--- src/rtl/pwr_mode_pkg.sv ---
package pwr_mode_pkg;
   localparam int MODE_W = 3;

   typedef enum logic [MODE_W-1:0] {
      PM_FULL_ON = 3'd0,
      PM_DOZE    = 3'd1,
      PM_NAP     = 3'd2,
      PM_SLEEP   = 3'd3,
      PM_SUSPEND = 3'd4
   } pm_mode_e;
endpackage

--- src/rtl/pwr_hs_if.sv ---
// Quiesce handshake pin adaptation: normalises the request sense and
// drives the acknowledge level for the selected processor type.
module pwr_hs_if #(
   parameter bit ALT_PROC_SUPPORT = 1'b1
) (
   input  logic proc_alt,
   input  logic qreq_pin,
   input  logic deep_mode,
   output logic qreq_act,
   output logic qack_pin
);
   generate
      if (ALT_PROC_SUPPORT) begin : g_selectable
         // alternate processor: request high = asserted, ack high = asserted
         assign qreq_act = proc_alt ? qreq_pin : ~qreq_pin;
         assign qack_pin = proc_alt ? deep_mode : ~deep_mode;
      end else begin : g_fixed_low
         logic unused_alt;
         assign unused_alt = proc_alt;
         assign qreq_act   = ~qreq_pin;
         assign qack_pin   = ~deep_mode;
      end
   endgenerate
endmodule

--- src/rtl/pwr_wake_det.sv ---
// Wake event aggregation; the deep set excludes the PCI address hit.
module pwr_wake_det #(
   parameter int NUM_BUS_REQ = 2
) (
   input  logic [NUM_BUS_REQ-1:0] bus_req_n,
   input  logic                   pci_hit,
   input  logic                   nmi,
   output logic                   wake_light,
   output logic                   wake_deep
);
   generate
      if (NUM_BUS_REQ < 1) begin : g_bad_width
         $error("pwr_wake_det: NUM_BUS_REQ must be at least 1");
      end
   endgenerate

   logic any_bus_req;
   assign any_bus_req = ~(&bus_req_n);
   assign wake_deep   = any_bus_req | nmi;
   assign wake_light  = wake_deep | pci_hit;
endmodule

--- src/rtl/pwr_mode_fsm.sv ---
module pwr_mode_fsm
   import pwr_mode_pkg::*;
(
   input  logic     clk,
   input  logic     hard_rst,
   input  logic     pm_en,
   input  logic     doze_req,
   input  logic     nap_req,
   input  logic     sleep_req,
   input  logic     need_qreq,
   input  logic     qreq_act,
   input  logic     suspend_n,
   input  logic     wake_light,
   input  logic     wake_deep,
   input  logic     pci_hit,
   output pm_mode_e state
);
   pm_mode_e nxt;
   logic     hs_ok;

   assign hs_ok = ~need_qreq | qreq_act;

   always_comb begin
      nxt = state;
      case (state)
         PM_FULL_ON: begin
            if (pm_en && !suspend_n) begin
               nxt = PM_SUSPEND;
            end else if (pm_en) begin
               if (sleep_req) begin
                  if (hs_ok) nxt = PM_SLEEP;
               end else if (nap_req) begin
                  if (hs_ok) nxt = PM_NAP;
               end else if (doze_req) begin
                  nxt = PM_DOZE;
               end
            end
         end
         PM_DOZE, PM_NAP: if (wake_light) nxt = PM_FULL_ON;
         PM_SLEEP:        if (wake_deep)  nxt = PM_FULL_ON;
         PM_SUSPEND:      if (suspend_n)  nxt = PM_FULL_ON;
         default:         nxt = PM_FULL_ON;
      endcase
   end

   always_ff @(posedge clk) begin
      if (hard_rst) state <= PM_FULL_ON;
      else          state <= nxt;
   end

   AST_HARD_RST_FULL_ON: assert property (@(posedge clk)
      hard_rst |=> state == PM_FULL_ON);

   AST_DOZE_NO_HANDSHAKE: assert property (@(posedge clk) disable iff (hard_rst)
      (state == PM_FULL_ON && pm_en && suspend_n && doze_req && !nap_req && !sleep_req)
      |=> state == PM_DOZE);

   AST_DEEP_WAITS_QREQ: assert property (@(posedge clk) disable iff (hard_rst)
      (state == PM_FULL_ON && need_qreq && !qreq_act)
      |=> (state != PM_NAP && state != PM_SLEEP));

   AST_ENTRY_FROM_FULL_ON: assert property (@(posedge clk) disable iff (hard_rst)
      (!$stable(state) && state != PM_FULL_ON) |-> $past(state) == PM_FULL_ON);

   AST_SLEEP_IGNORES_PCI: assert property (@(posedge clk) disable iff (hard_rst)
      (state == PM_SLEEP && pci_hit && !wake_deep) |=> state == PM_SLEEP);

   AST_SUSPEND_HOLDS: assert property (@(posedge clk) disable iff (hard_rst)
      (state == PM_SUSPEND && !suspend_n) |=> state == PM_SUSPEND);
endmodule

--- src/rtl/pwr_mode_ctl.sv ---
module pwr_mode_ctl
   import pwr_mode_pkg::*;
#(
   parameter int NUM_BUS_REQ      = 2,
   parameter bit ALT_PROC_SUPPORT = 1'b1
) (
   input  logic                   clk,
   input  logic                   hard_rst,
   input  logic                   pm_en,
   input  logic                   doze_req,
   input  logic                   nap_req,
   input  logic                   sleep_req,
   input  logic                   need_qreq,
   input  logic                   proc_alt,
   input  logic                   qreq,
   input  logic                   suspend_n,
   input  logic [NUM_BUS_REQ-1:0] bus_req_n,
   input  logic                   pci_hit,
   input  logic                   nmi,
   output logic                   qack,
   output logic [MODE_W-1:0]      mode
);
   pm_mode_e state;
   logic     qreq_act, wake_light, wake_deep, deep_mode;

   assign deep_mode = (state == PM_NAP) || (state == PM_SLEEP);
   assign mode      = state;

   pwr_hs_if #(.ALT_PROC_SUPPORT(ALT_PROC_SUPPORT)) u_hs (
      .proc_alt  (proc_alt),
      .qreq_pin  (qreq),
      .deep_mode (deep_mode),
      .qreq_act  (qreq_act),
      .qack_pin  (qack)
   );

   pwr_wake_det #(.NUM_BUS_REQ(NUM_BUS_REQ)) u_wake (
      .bus_req_n  (bus_req_n),
      .pci_hit    (pci_hit),
      .nmi        (nmi),
      .wake_light (wake_light),
      .wake_deep  (wake_deep)
   );

   pwr_mode_fsm u_fsm (
      .clk        (clk),
      .hard_rst   (hard_rst),
      .pm_en      (pm_en),
      .doze_req   (doze_req),
      .nap_req    (nap_req),
      .sleep_req  (sleep_req),
      .need_qreq  (need_qreq),
      .qreq_act   (qreq_act),
      .suspend_n  (suspend_n),
      .wake_light (wake_light),
      .wake_deep  (wake_deep),
      .pci_hit    (pci_hit),
      .state      (state)
   );

   AST_QACK_IDLE_IN_FULL_ON: assert property (@(posedge clk) disable iff (hard_rst)
      (mode == 3'd0) |-> (qack == !(proc_alt && ALT_PROC_SUPPORT)));

   AST_WAKE_SETS_NEST: assert property (@(posedge clk)
      wake_deep |-> wake_light);
endmodule

--- config.mk ---
export PLATFORM = sky130hd
export DESIGN_NAME = pwr_mode_ctl
export DESIGN_NICKNAME = d
export VERILOG_FILES = /design/src/rtl/pwr_mode_pkg.sv /design/src/rtl/pwr_hs_if.sv /design/src/rtl/pwr_wake_det.sv /design/src/rtl/pwr_mode_fsm.sv /design/src/rtl/pwr_mode_ctl.sv
export SDC_FILE = /design/constraint.sdc
export NUM_CORES = 1
export LEC_CHECK = 0
export BUFFER_PORTS_ARGS = -buffer_cell sky130_fd_sc_hd__buf_4
export CAP_MARGIN = 15
export CORE_AREA = 2 2 39 41
export CTS_BUF_LIST = sky130_fd_sc_hd__clkbuf_4
export CTS_CLUSTER_SIZE = 16
export DETAILED_ROUTE_END_ITERATION = 6
export DIE_AREA = 0 0 41 43
export PLACE_DENSITY = 0.38
export SYNTH_ARGS = -nofsm -noshare
export SYNTH_HDL_FRONTEND = slang
export SYNTH_SLANG_ARGS = --single-unit
--- constraint.sdc ---
create_clock -name clk -period 1.35 [get_ports clk]
set_clock_uncertainty 0.2 [all_clocks]
set_input_delay 0.135 -clock clk [delete_from_list [all_inputs] [get_ports clk]]
set_output_delay 0.135 -clock clk [all_outputs]
set_load 0.05 [all_outputs]
# == Yosys cells after proc, flatten, opt, wreduce, memory -nomap -nowiden ==
# Cells that the tools add are included.
# totals
wordCells,39
inputBits,14
regBits,3
out_inout_bits,4
# classes
reduce_logical,7
bitwise,7
eq_ne,11
mux,13
# ops
cell,count
2-to-1 mux 3 bit,10
case mux 3 bit (4 select lines),1
!= test 4 x 2 -> 1 bit (second input constant),2
AND reduction 7 bit,1
== test 3 x 2 -> 1 bit (second input constant),2
!= test 5 x 4 -> 1 bit (second input constant),1
!= test 2 x 1 -> 1 bit (second input constant),2
NOT 1 bit,4
== test 3 x 1 -> 1 bit (second input constant),1
== test 3 bit (second input constant),1
zero test 3 bit,1
!= test 3 x 2 -> 1 bit (second input constant),1
bitwise OR 1 bit,3
2-to-1 mux 1 bit,2
!= test 2 bit (second input constant),1
AND reduction 2 bit,1
OR reduction 2 bit,1
logical AND 1 bit,1
zero test 1 bit,1
logical OR 1 bit,1

# == Longest topological paths before layout ==
# depth
word_depth,9
ltp_mapped,3
mapped_depth_nobuf,3

# == Hierarchy ==
# Synthesis repeated with hierarchy kept, for this count alone.
# unflattened
cells_unflattened,23
area_unflattened_um2,211.5
# by_module_without_submodules
mod,cells_each,area_each_um2,n_inst,seq_area_each_um2
pwr_mode_fsm,18,161.4,1,60.1
pwr_wake_det,2,18.8,1,0.0
pwr_hs_if,2,17.5,1,0.0
pwr_mode_ctl,1,13.8,1,0.0

# == Worst setup path before layout ==
# Ideal clock, no wire load.
# synth_timing
path_kind,reg2out
startpoint,register u_fsm.state[2]
endpoint,output qack
arrival_time_ns,1.776
path_buffers,0
t_required_ns,1.015
stages_incl_launch_ff,3
setup_slack_ns,-0.761
cell_sequence,dfxtp_1 and2b_2 xnor2_1
# synth_via
elab_chain_cells,4
elab_cells_between_ends,5
cone_classes,eq/ne: 2; mux: 1; bitwise: 1; reduce/logical: 1
# synth_rtl
element,line,source
start: declaration,pwr_mode_fsm.sv:16,output pm_mode_e state
start signal: assignment,pwr_mode_fsm.sv:48,else state <= nxt;
== test 3 x 2 -> 1 bit,pwr_mode_ctl.sv:26,assign deep_mode = (state == PM_NAP) || (state == PM_SLEEP);
logical OR 1 bit *,pwr_mode_ctl.sv:26,
NOT 1 bit,pwr_hs_if.sv:16,assign qack_pin = proc_alt ? deep_mode : ~deep_mode;
2-to-1 mux 1 bit *,pwr_hs_if.sv:16,
end: declaration,pwr_mode_ctl.sv:20,"output logic qack,"
# Mark *: on every way between the ends. The rest lies on a longest branch, timed or not.

# == Worst setup path after layout ==
# Ends and elaborated chain as after synthesis.

==> summary.txt <==
Pwr
  – Pwr dens: 813 mW/mm2
  – Cell leakage power: 0.214 nW
  – Peak supply drop: 0.000179 V

Detailed routing
  – Routed length per instance: 12.3 um
  – Detail Route Antenna Nets: 0
  – 1st-iter DRT viols: 1
  – Routed WL: 784 um
  – # DRC: 0
  – DR pass1 iterations: 3
  – Post-detailed-route via-to-cell ratio: 4.41
  – Vias: 282

STA
  – RSZ-0062 raised after global routing: yes
  – Final hold slack: 0.0220 ns
  – Peak Freq: 694 MHz
  – Setup TNS Final: -0.117 ns
  – Worst setup margin: -0.0915 ns
  – Minimum clock period: 1.44 ns
  – Rel. slew slack: 74.3%
  – Hold Vio Cnt, Final: 0
  – Worst-Margin Slew: 0.384 ns
  – Slew Limit Fails: 0
  – Period utilization: 107%
  – Setup Viol. Count Final: 3

Run status
  – Status: finished, violations left
  – Failing checks: setup timing

CTS
  – Clock Tree Buf Depth: 2
  – TritonCTS buffer count: 3
  – Worst skew pair latency: 0.23 ns
  – H-tree Lvls: 1
  – CTS tree: yes
  – Clock Tree Root: clkbuf_4
  – Worst-path clk slew: 0.04 ns
  – # clock sinks: 3

Worst setup path
  – Crit-path cells: and2b_2 > xnor2_4 > buf_6
  – Worst EP required: 1.01 ns
  – CP Data Arrival Time: 1.11 ns
  – Crit path launch: u_fsm.state[2]
  – Max Fanout on Critical Path: 2
  – CP Launch Type: flip-flop
  – CP max-delay cell: dfxtp_4
  – Crit path kind: reg -> out
  – Crit end category: output port
  – RR Startpoint: u_fsm.state[1]
  – Max stage delay on crit path: 0.33 ns

GRT
  – First-pass GRT wire length: 1.01 mm
  – Overflow after GRT: 0
  – Initial antenna violation count: 0
  – Vias in the first global route: 294
  – Total track usage: 8.42%
  – Largest net degree at the start of global routing: 7

Synthesis
  – Synth Instances: 20
  – Synth top cells by count: dfxtp_1, o2111ai_1, o31ai_1, xnor2_1
  – Dominant cell type by area after synthesis: dfxtp_1
  – Synth top area cells: dfxtp_1, o2111ai_1, xnor2_1
  – Most frequent cell after synthesis: dfxtp_1
  – Syn Nets: 34
  – Post-synth top area share: 32.2%
  – Cell area after synthesis: 186 um2
  – Top FF cell, synth: dfxtp_1
  – Post-synth EDFFs: 0
  – Yosys cell types: 15
  – Yosys warning count: 0
  – Synth Register Bits: 3
  – Synth async-reset ratio: 0%
  – Synthesized area per cell: 9.32 um2
  – Sequential area share after synthesis: 32.2%

Floorplanning
  – Die area: 0.00176 mm2
  – Core Area: 0.00138 mm2
  – Die Y: 43 um
  – Row cnt: 14
  – Initial Util: 13.5%
  – Die width: 41 um
  – # IOs: 18

Cells and area
  – Filler cell count: 146
  – Top Registers: u_fsm.state (3)
  – Layout overhead on the synthesized area: 164%
  – Ant. Diodes: 0
  – Max reg flops: 3
  – Final #Nets: 63
  – Share of layout cells above drive strength 1: 68.8%
  – Largest reg by FF count: u_fsm.state

Place
  – Routability cong.: 0.580
  – Port Buffers: 17
  – DPL Wire Length: 494 um

Hold path
  – Hold path startpoint: nmi
  – Min-Delay Path Class: in -> reg

Run
  – Max Cap Viol: 0
-- worst max-delay path, delay by kind of cell, from the launching register on --
family	cells	cell delay [ns]
flops	1	0.33
xor+xnor	1	0.13
buf+inv	1	0.17
simple gates	1	0.24
-- metrics by stage --
step / area [um2] / setup WS [ns] / power (mW) / cells / util [%]
after global placement: 359 / 0.0556 / 0.195 / 53 / 25.9
after floorplan: 211 / -0.0657 / 0.147 / 20 / -
final: 492 / -0.0915 / 0.400 / 64 / 35.5
after CTS: 455 / -0.109 / 0.397 / 62 / 32.9
after detailed placement: 359 / 0.0384 / 0.196 / 53 / 25.9
after global routing: 492 / -0.129 / 0.421 / 64 / 35.5
-- cell families after synthesis --
| logic type | synth area share (%) |
|---|---|
| AOI/OAI and AO/OA | 28.9 |
| xor gates and xnor gates | 9.40 |
| buffers and inverters | 2.01 |
| DFF | 32.2 |
| and+or+nand+nor | 27.5 |
-- layout make-up --
cell class | count | area (um2) | share of cell area [%]
timing repair buffer | 24 | 194 | 39.4
multi-input combinational | 16 | 175 | 35.6
inverter | 1 | 3.75 | 0.763
clock buffer | 4 | 30.0 | 6.11
tap | 16 | 20.0 | 4.07
sequential | 3 | 68.8 | 14.0
-- report_power, final --
| group | switching [mW] | total [mW] | internal [mW] | leakage (nW) |
|---|---|---|---|---|
| Sequential | 0.00366 | 0.0948 | 0.0911 | 0.0264 |
| Combinational | 0.0604 | 0.129 | 0.0684 | 0.169 |
| Clock | 0.0455 | 0.176 | 0.131 | 0.0184 |
| Total | 0.110 | 0.400 | 0.290 | 0.214 |
-- final timing paths --
check | end | slack [ns] | depth (start not counted)
worst max-delay path | qack | -0.09 | 3
worst min-delay path | u_fsm.state[1] | 0.02 | 4
worst max register to register | u_fsm.state[1] | -0.02 | 4
worst min register to register | u_fsm.state[0] | 0.34 | 2
-- cell usage in the layout, fill, tap and decap left out, drive strengths merged --
cell type / synthesis / final
nor2b: 1 / 1
nand3: 1 / 1
clkbuf: 0 / 4
inv: 1 / 1
o2111ai: 2 / 2
o32ai: 1 / 1
and2b: 1 / 1
o31ai: 2 / 2
o21ai: 1 / 1
xnor2: 2 / 2
dlygate4sd3: 0 / 4
buf: 0 / 20
o21a: 1 / 1
nor4b: 1 / 1
dfxtp: 3 / 3
nor2: 1 / 1
nor4: 2 / 2
-- metal layers --
layer	track usage, %	up-vias	part of all wire (%)
li1	-	139	-
met1	8.31	125	33
met2	14.4	16	57
met3	0	2	9.2
met4	8.00	0	1.0
met5	0	-	0
-- timing repair --
action | 4_1_cts | 5_1_grt
gates resized for setup | 3 | 4
buffers inserted | 1 | 2
hold endpoints to repair | 3 | 0
hold buffers | 4 | 0
pin swaps | 4 | 3
setup endpoints to repair | 1 | 3
Power figures use the tool's default switching activity.
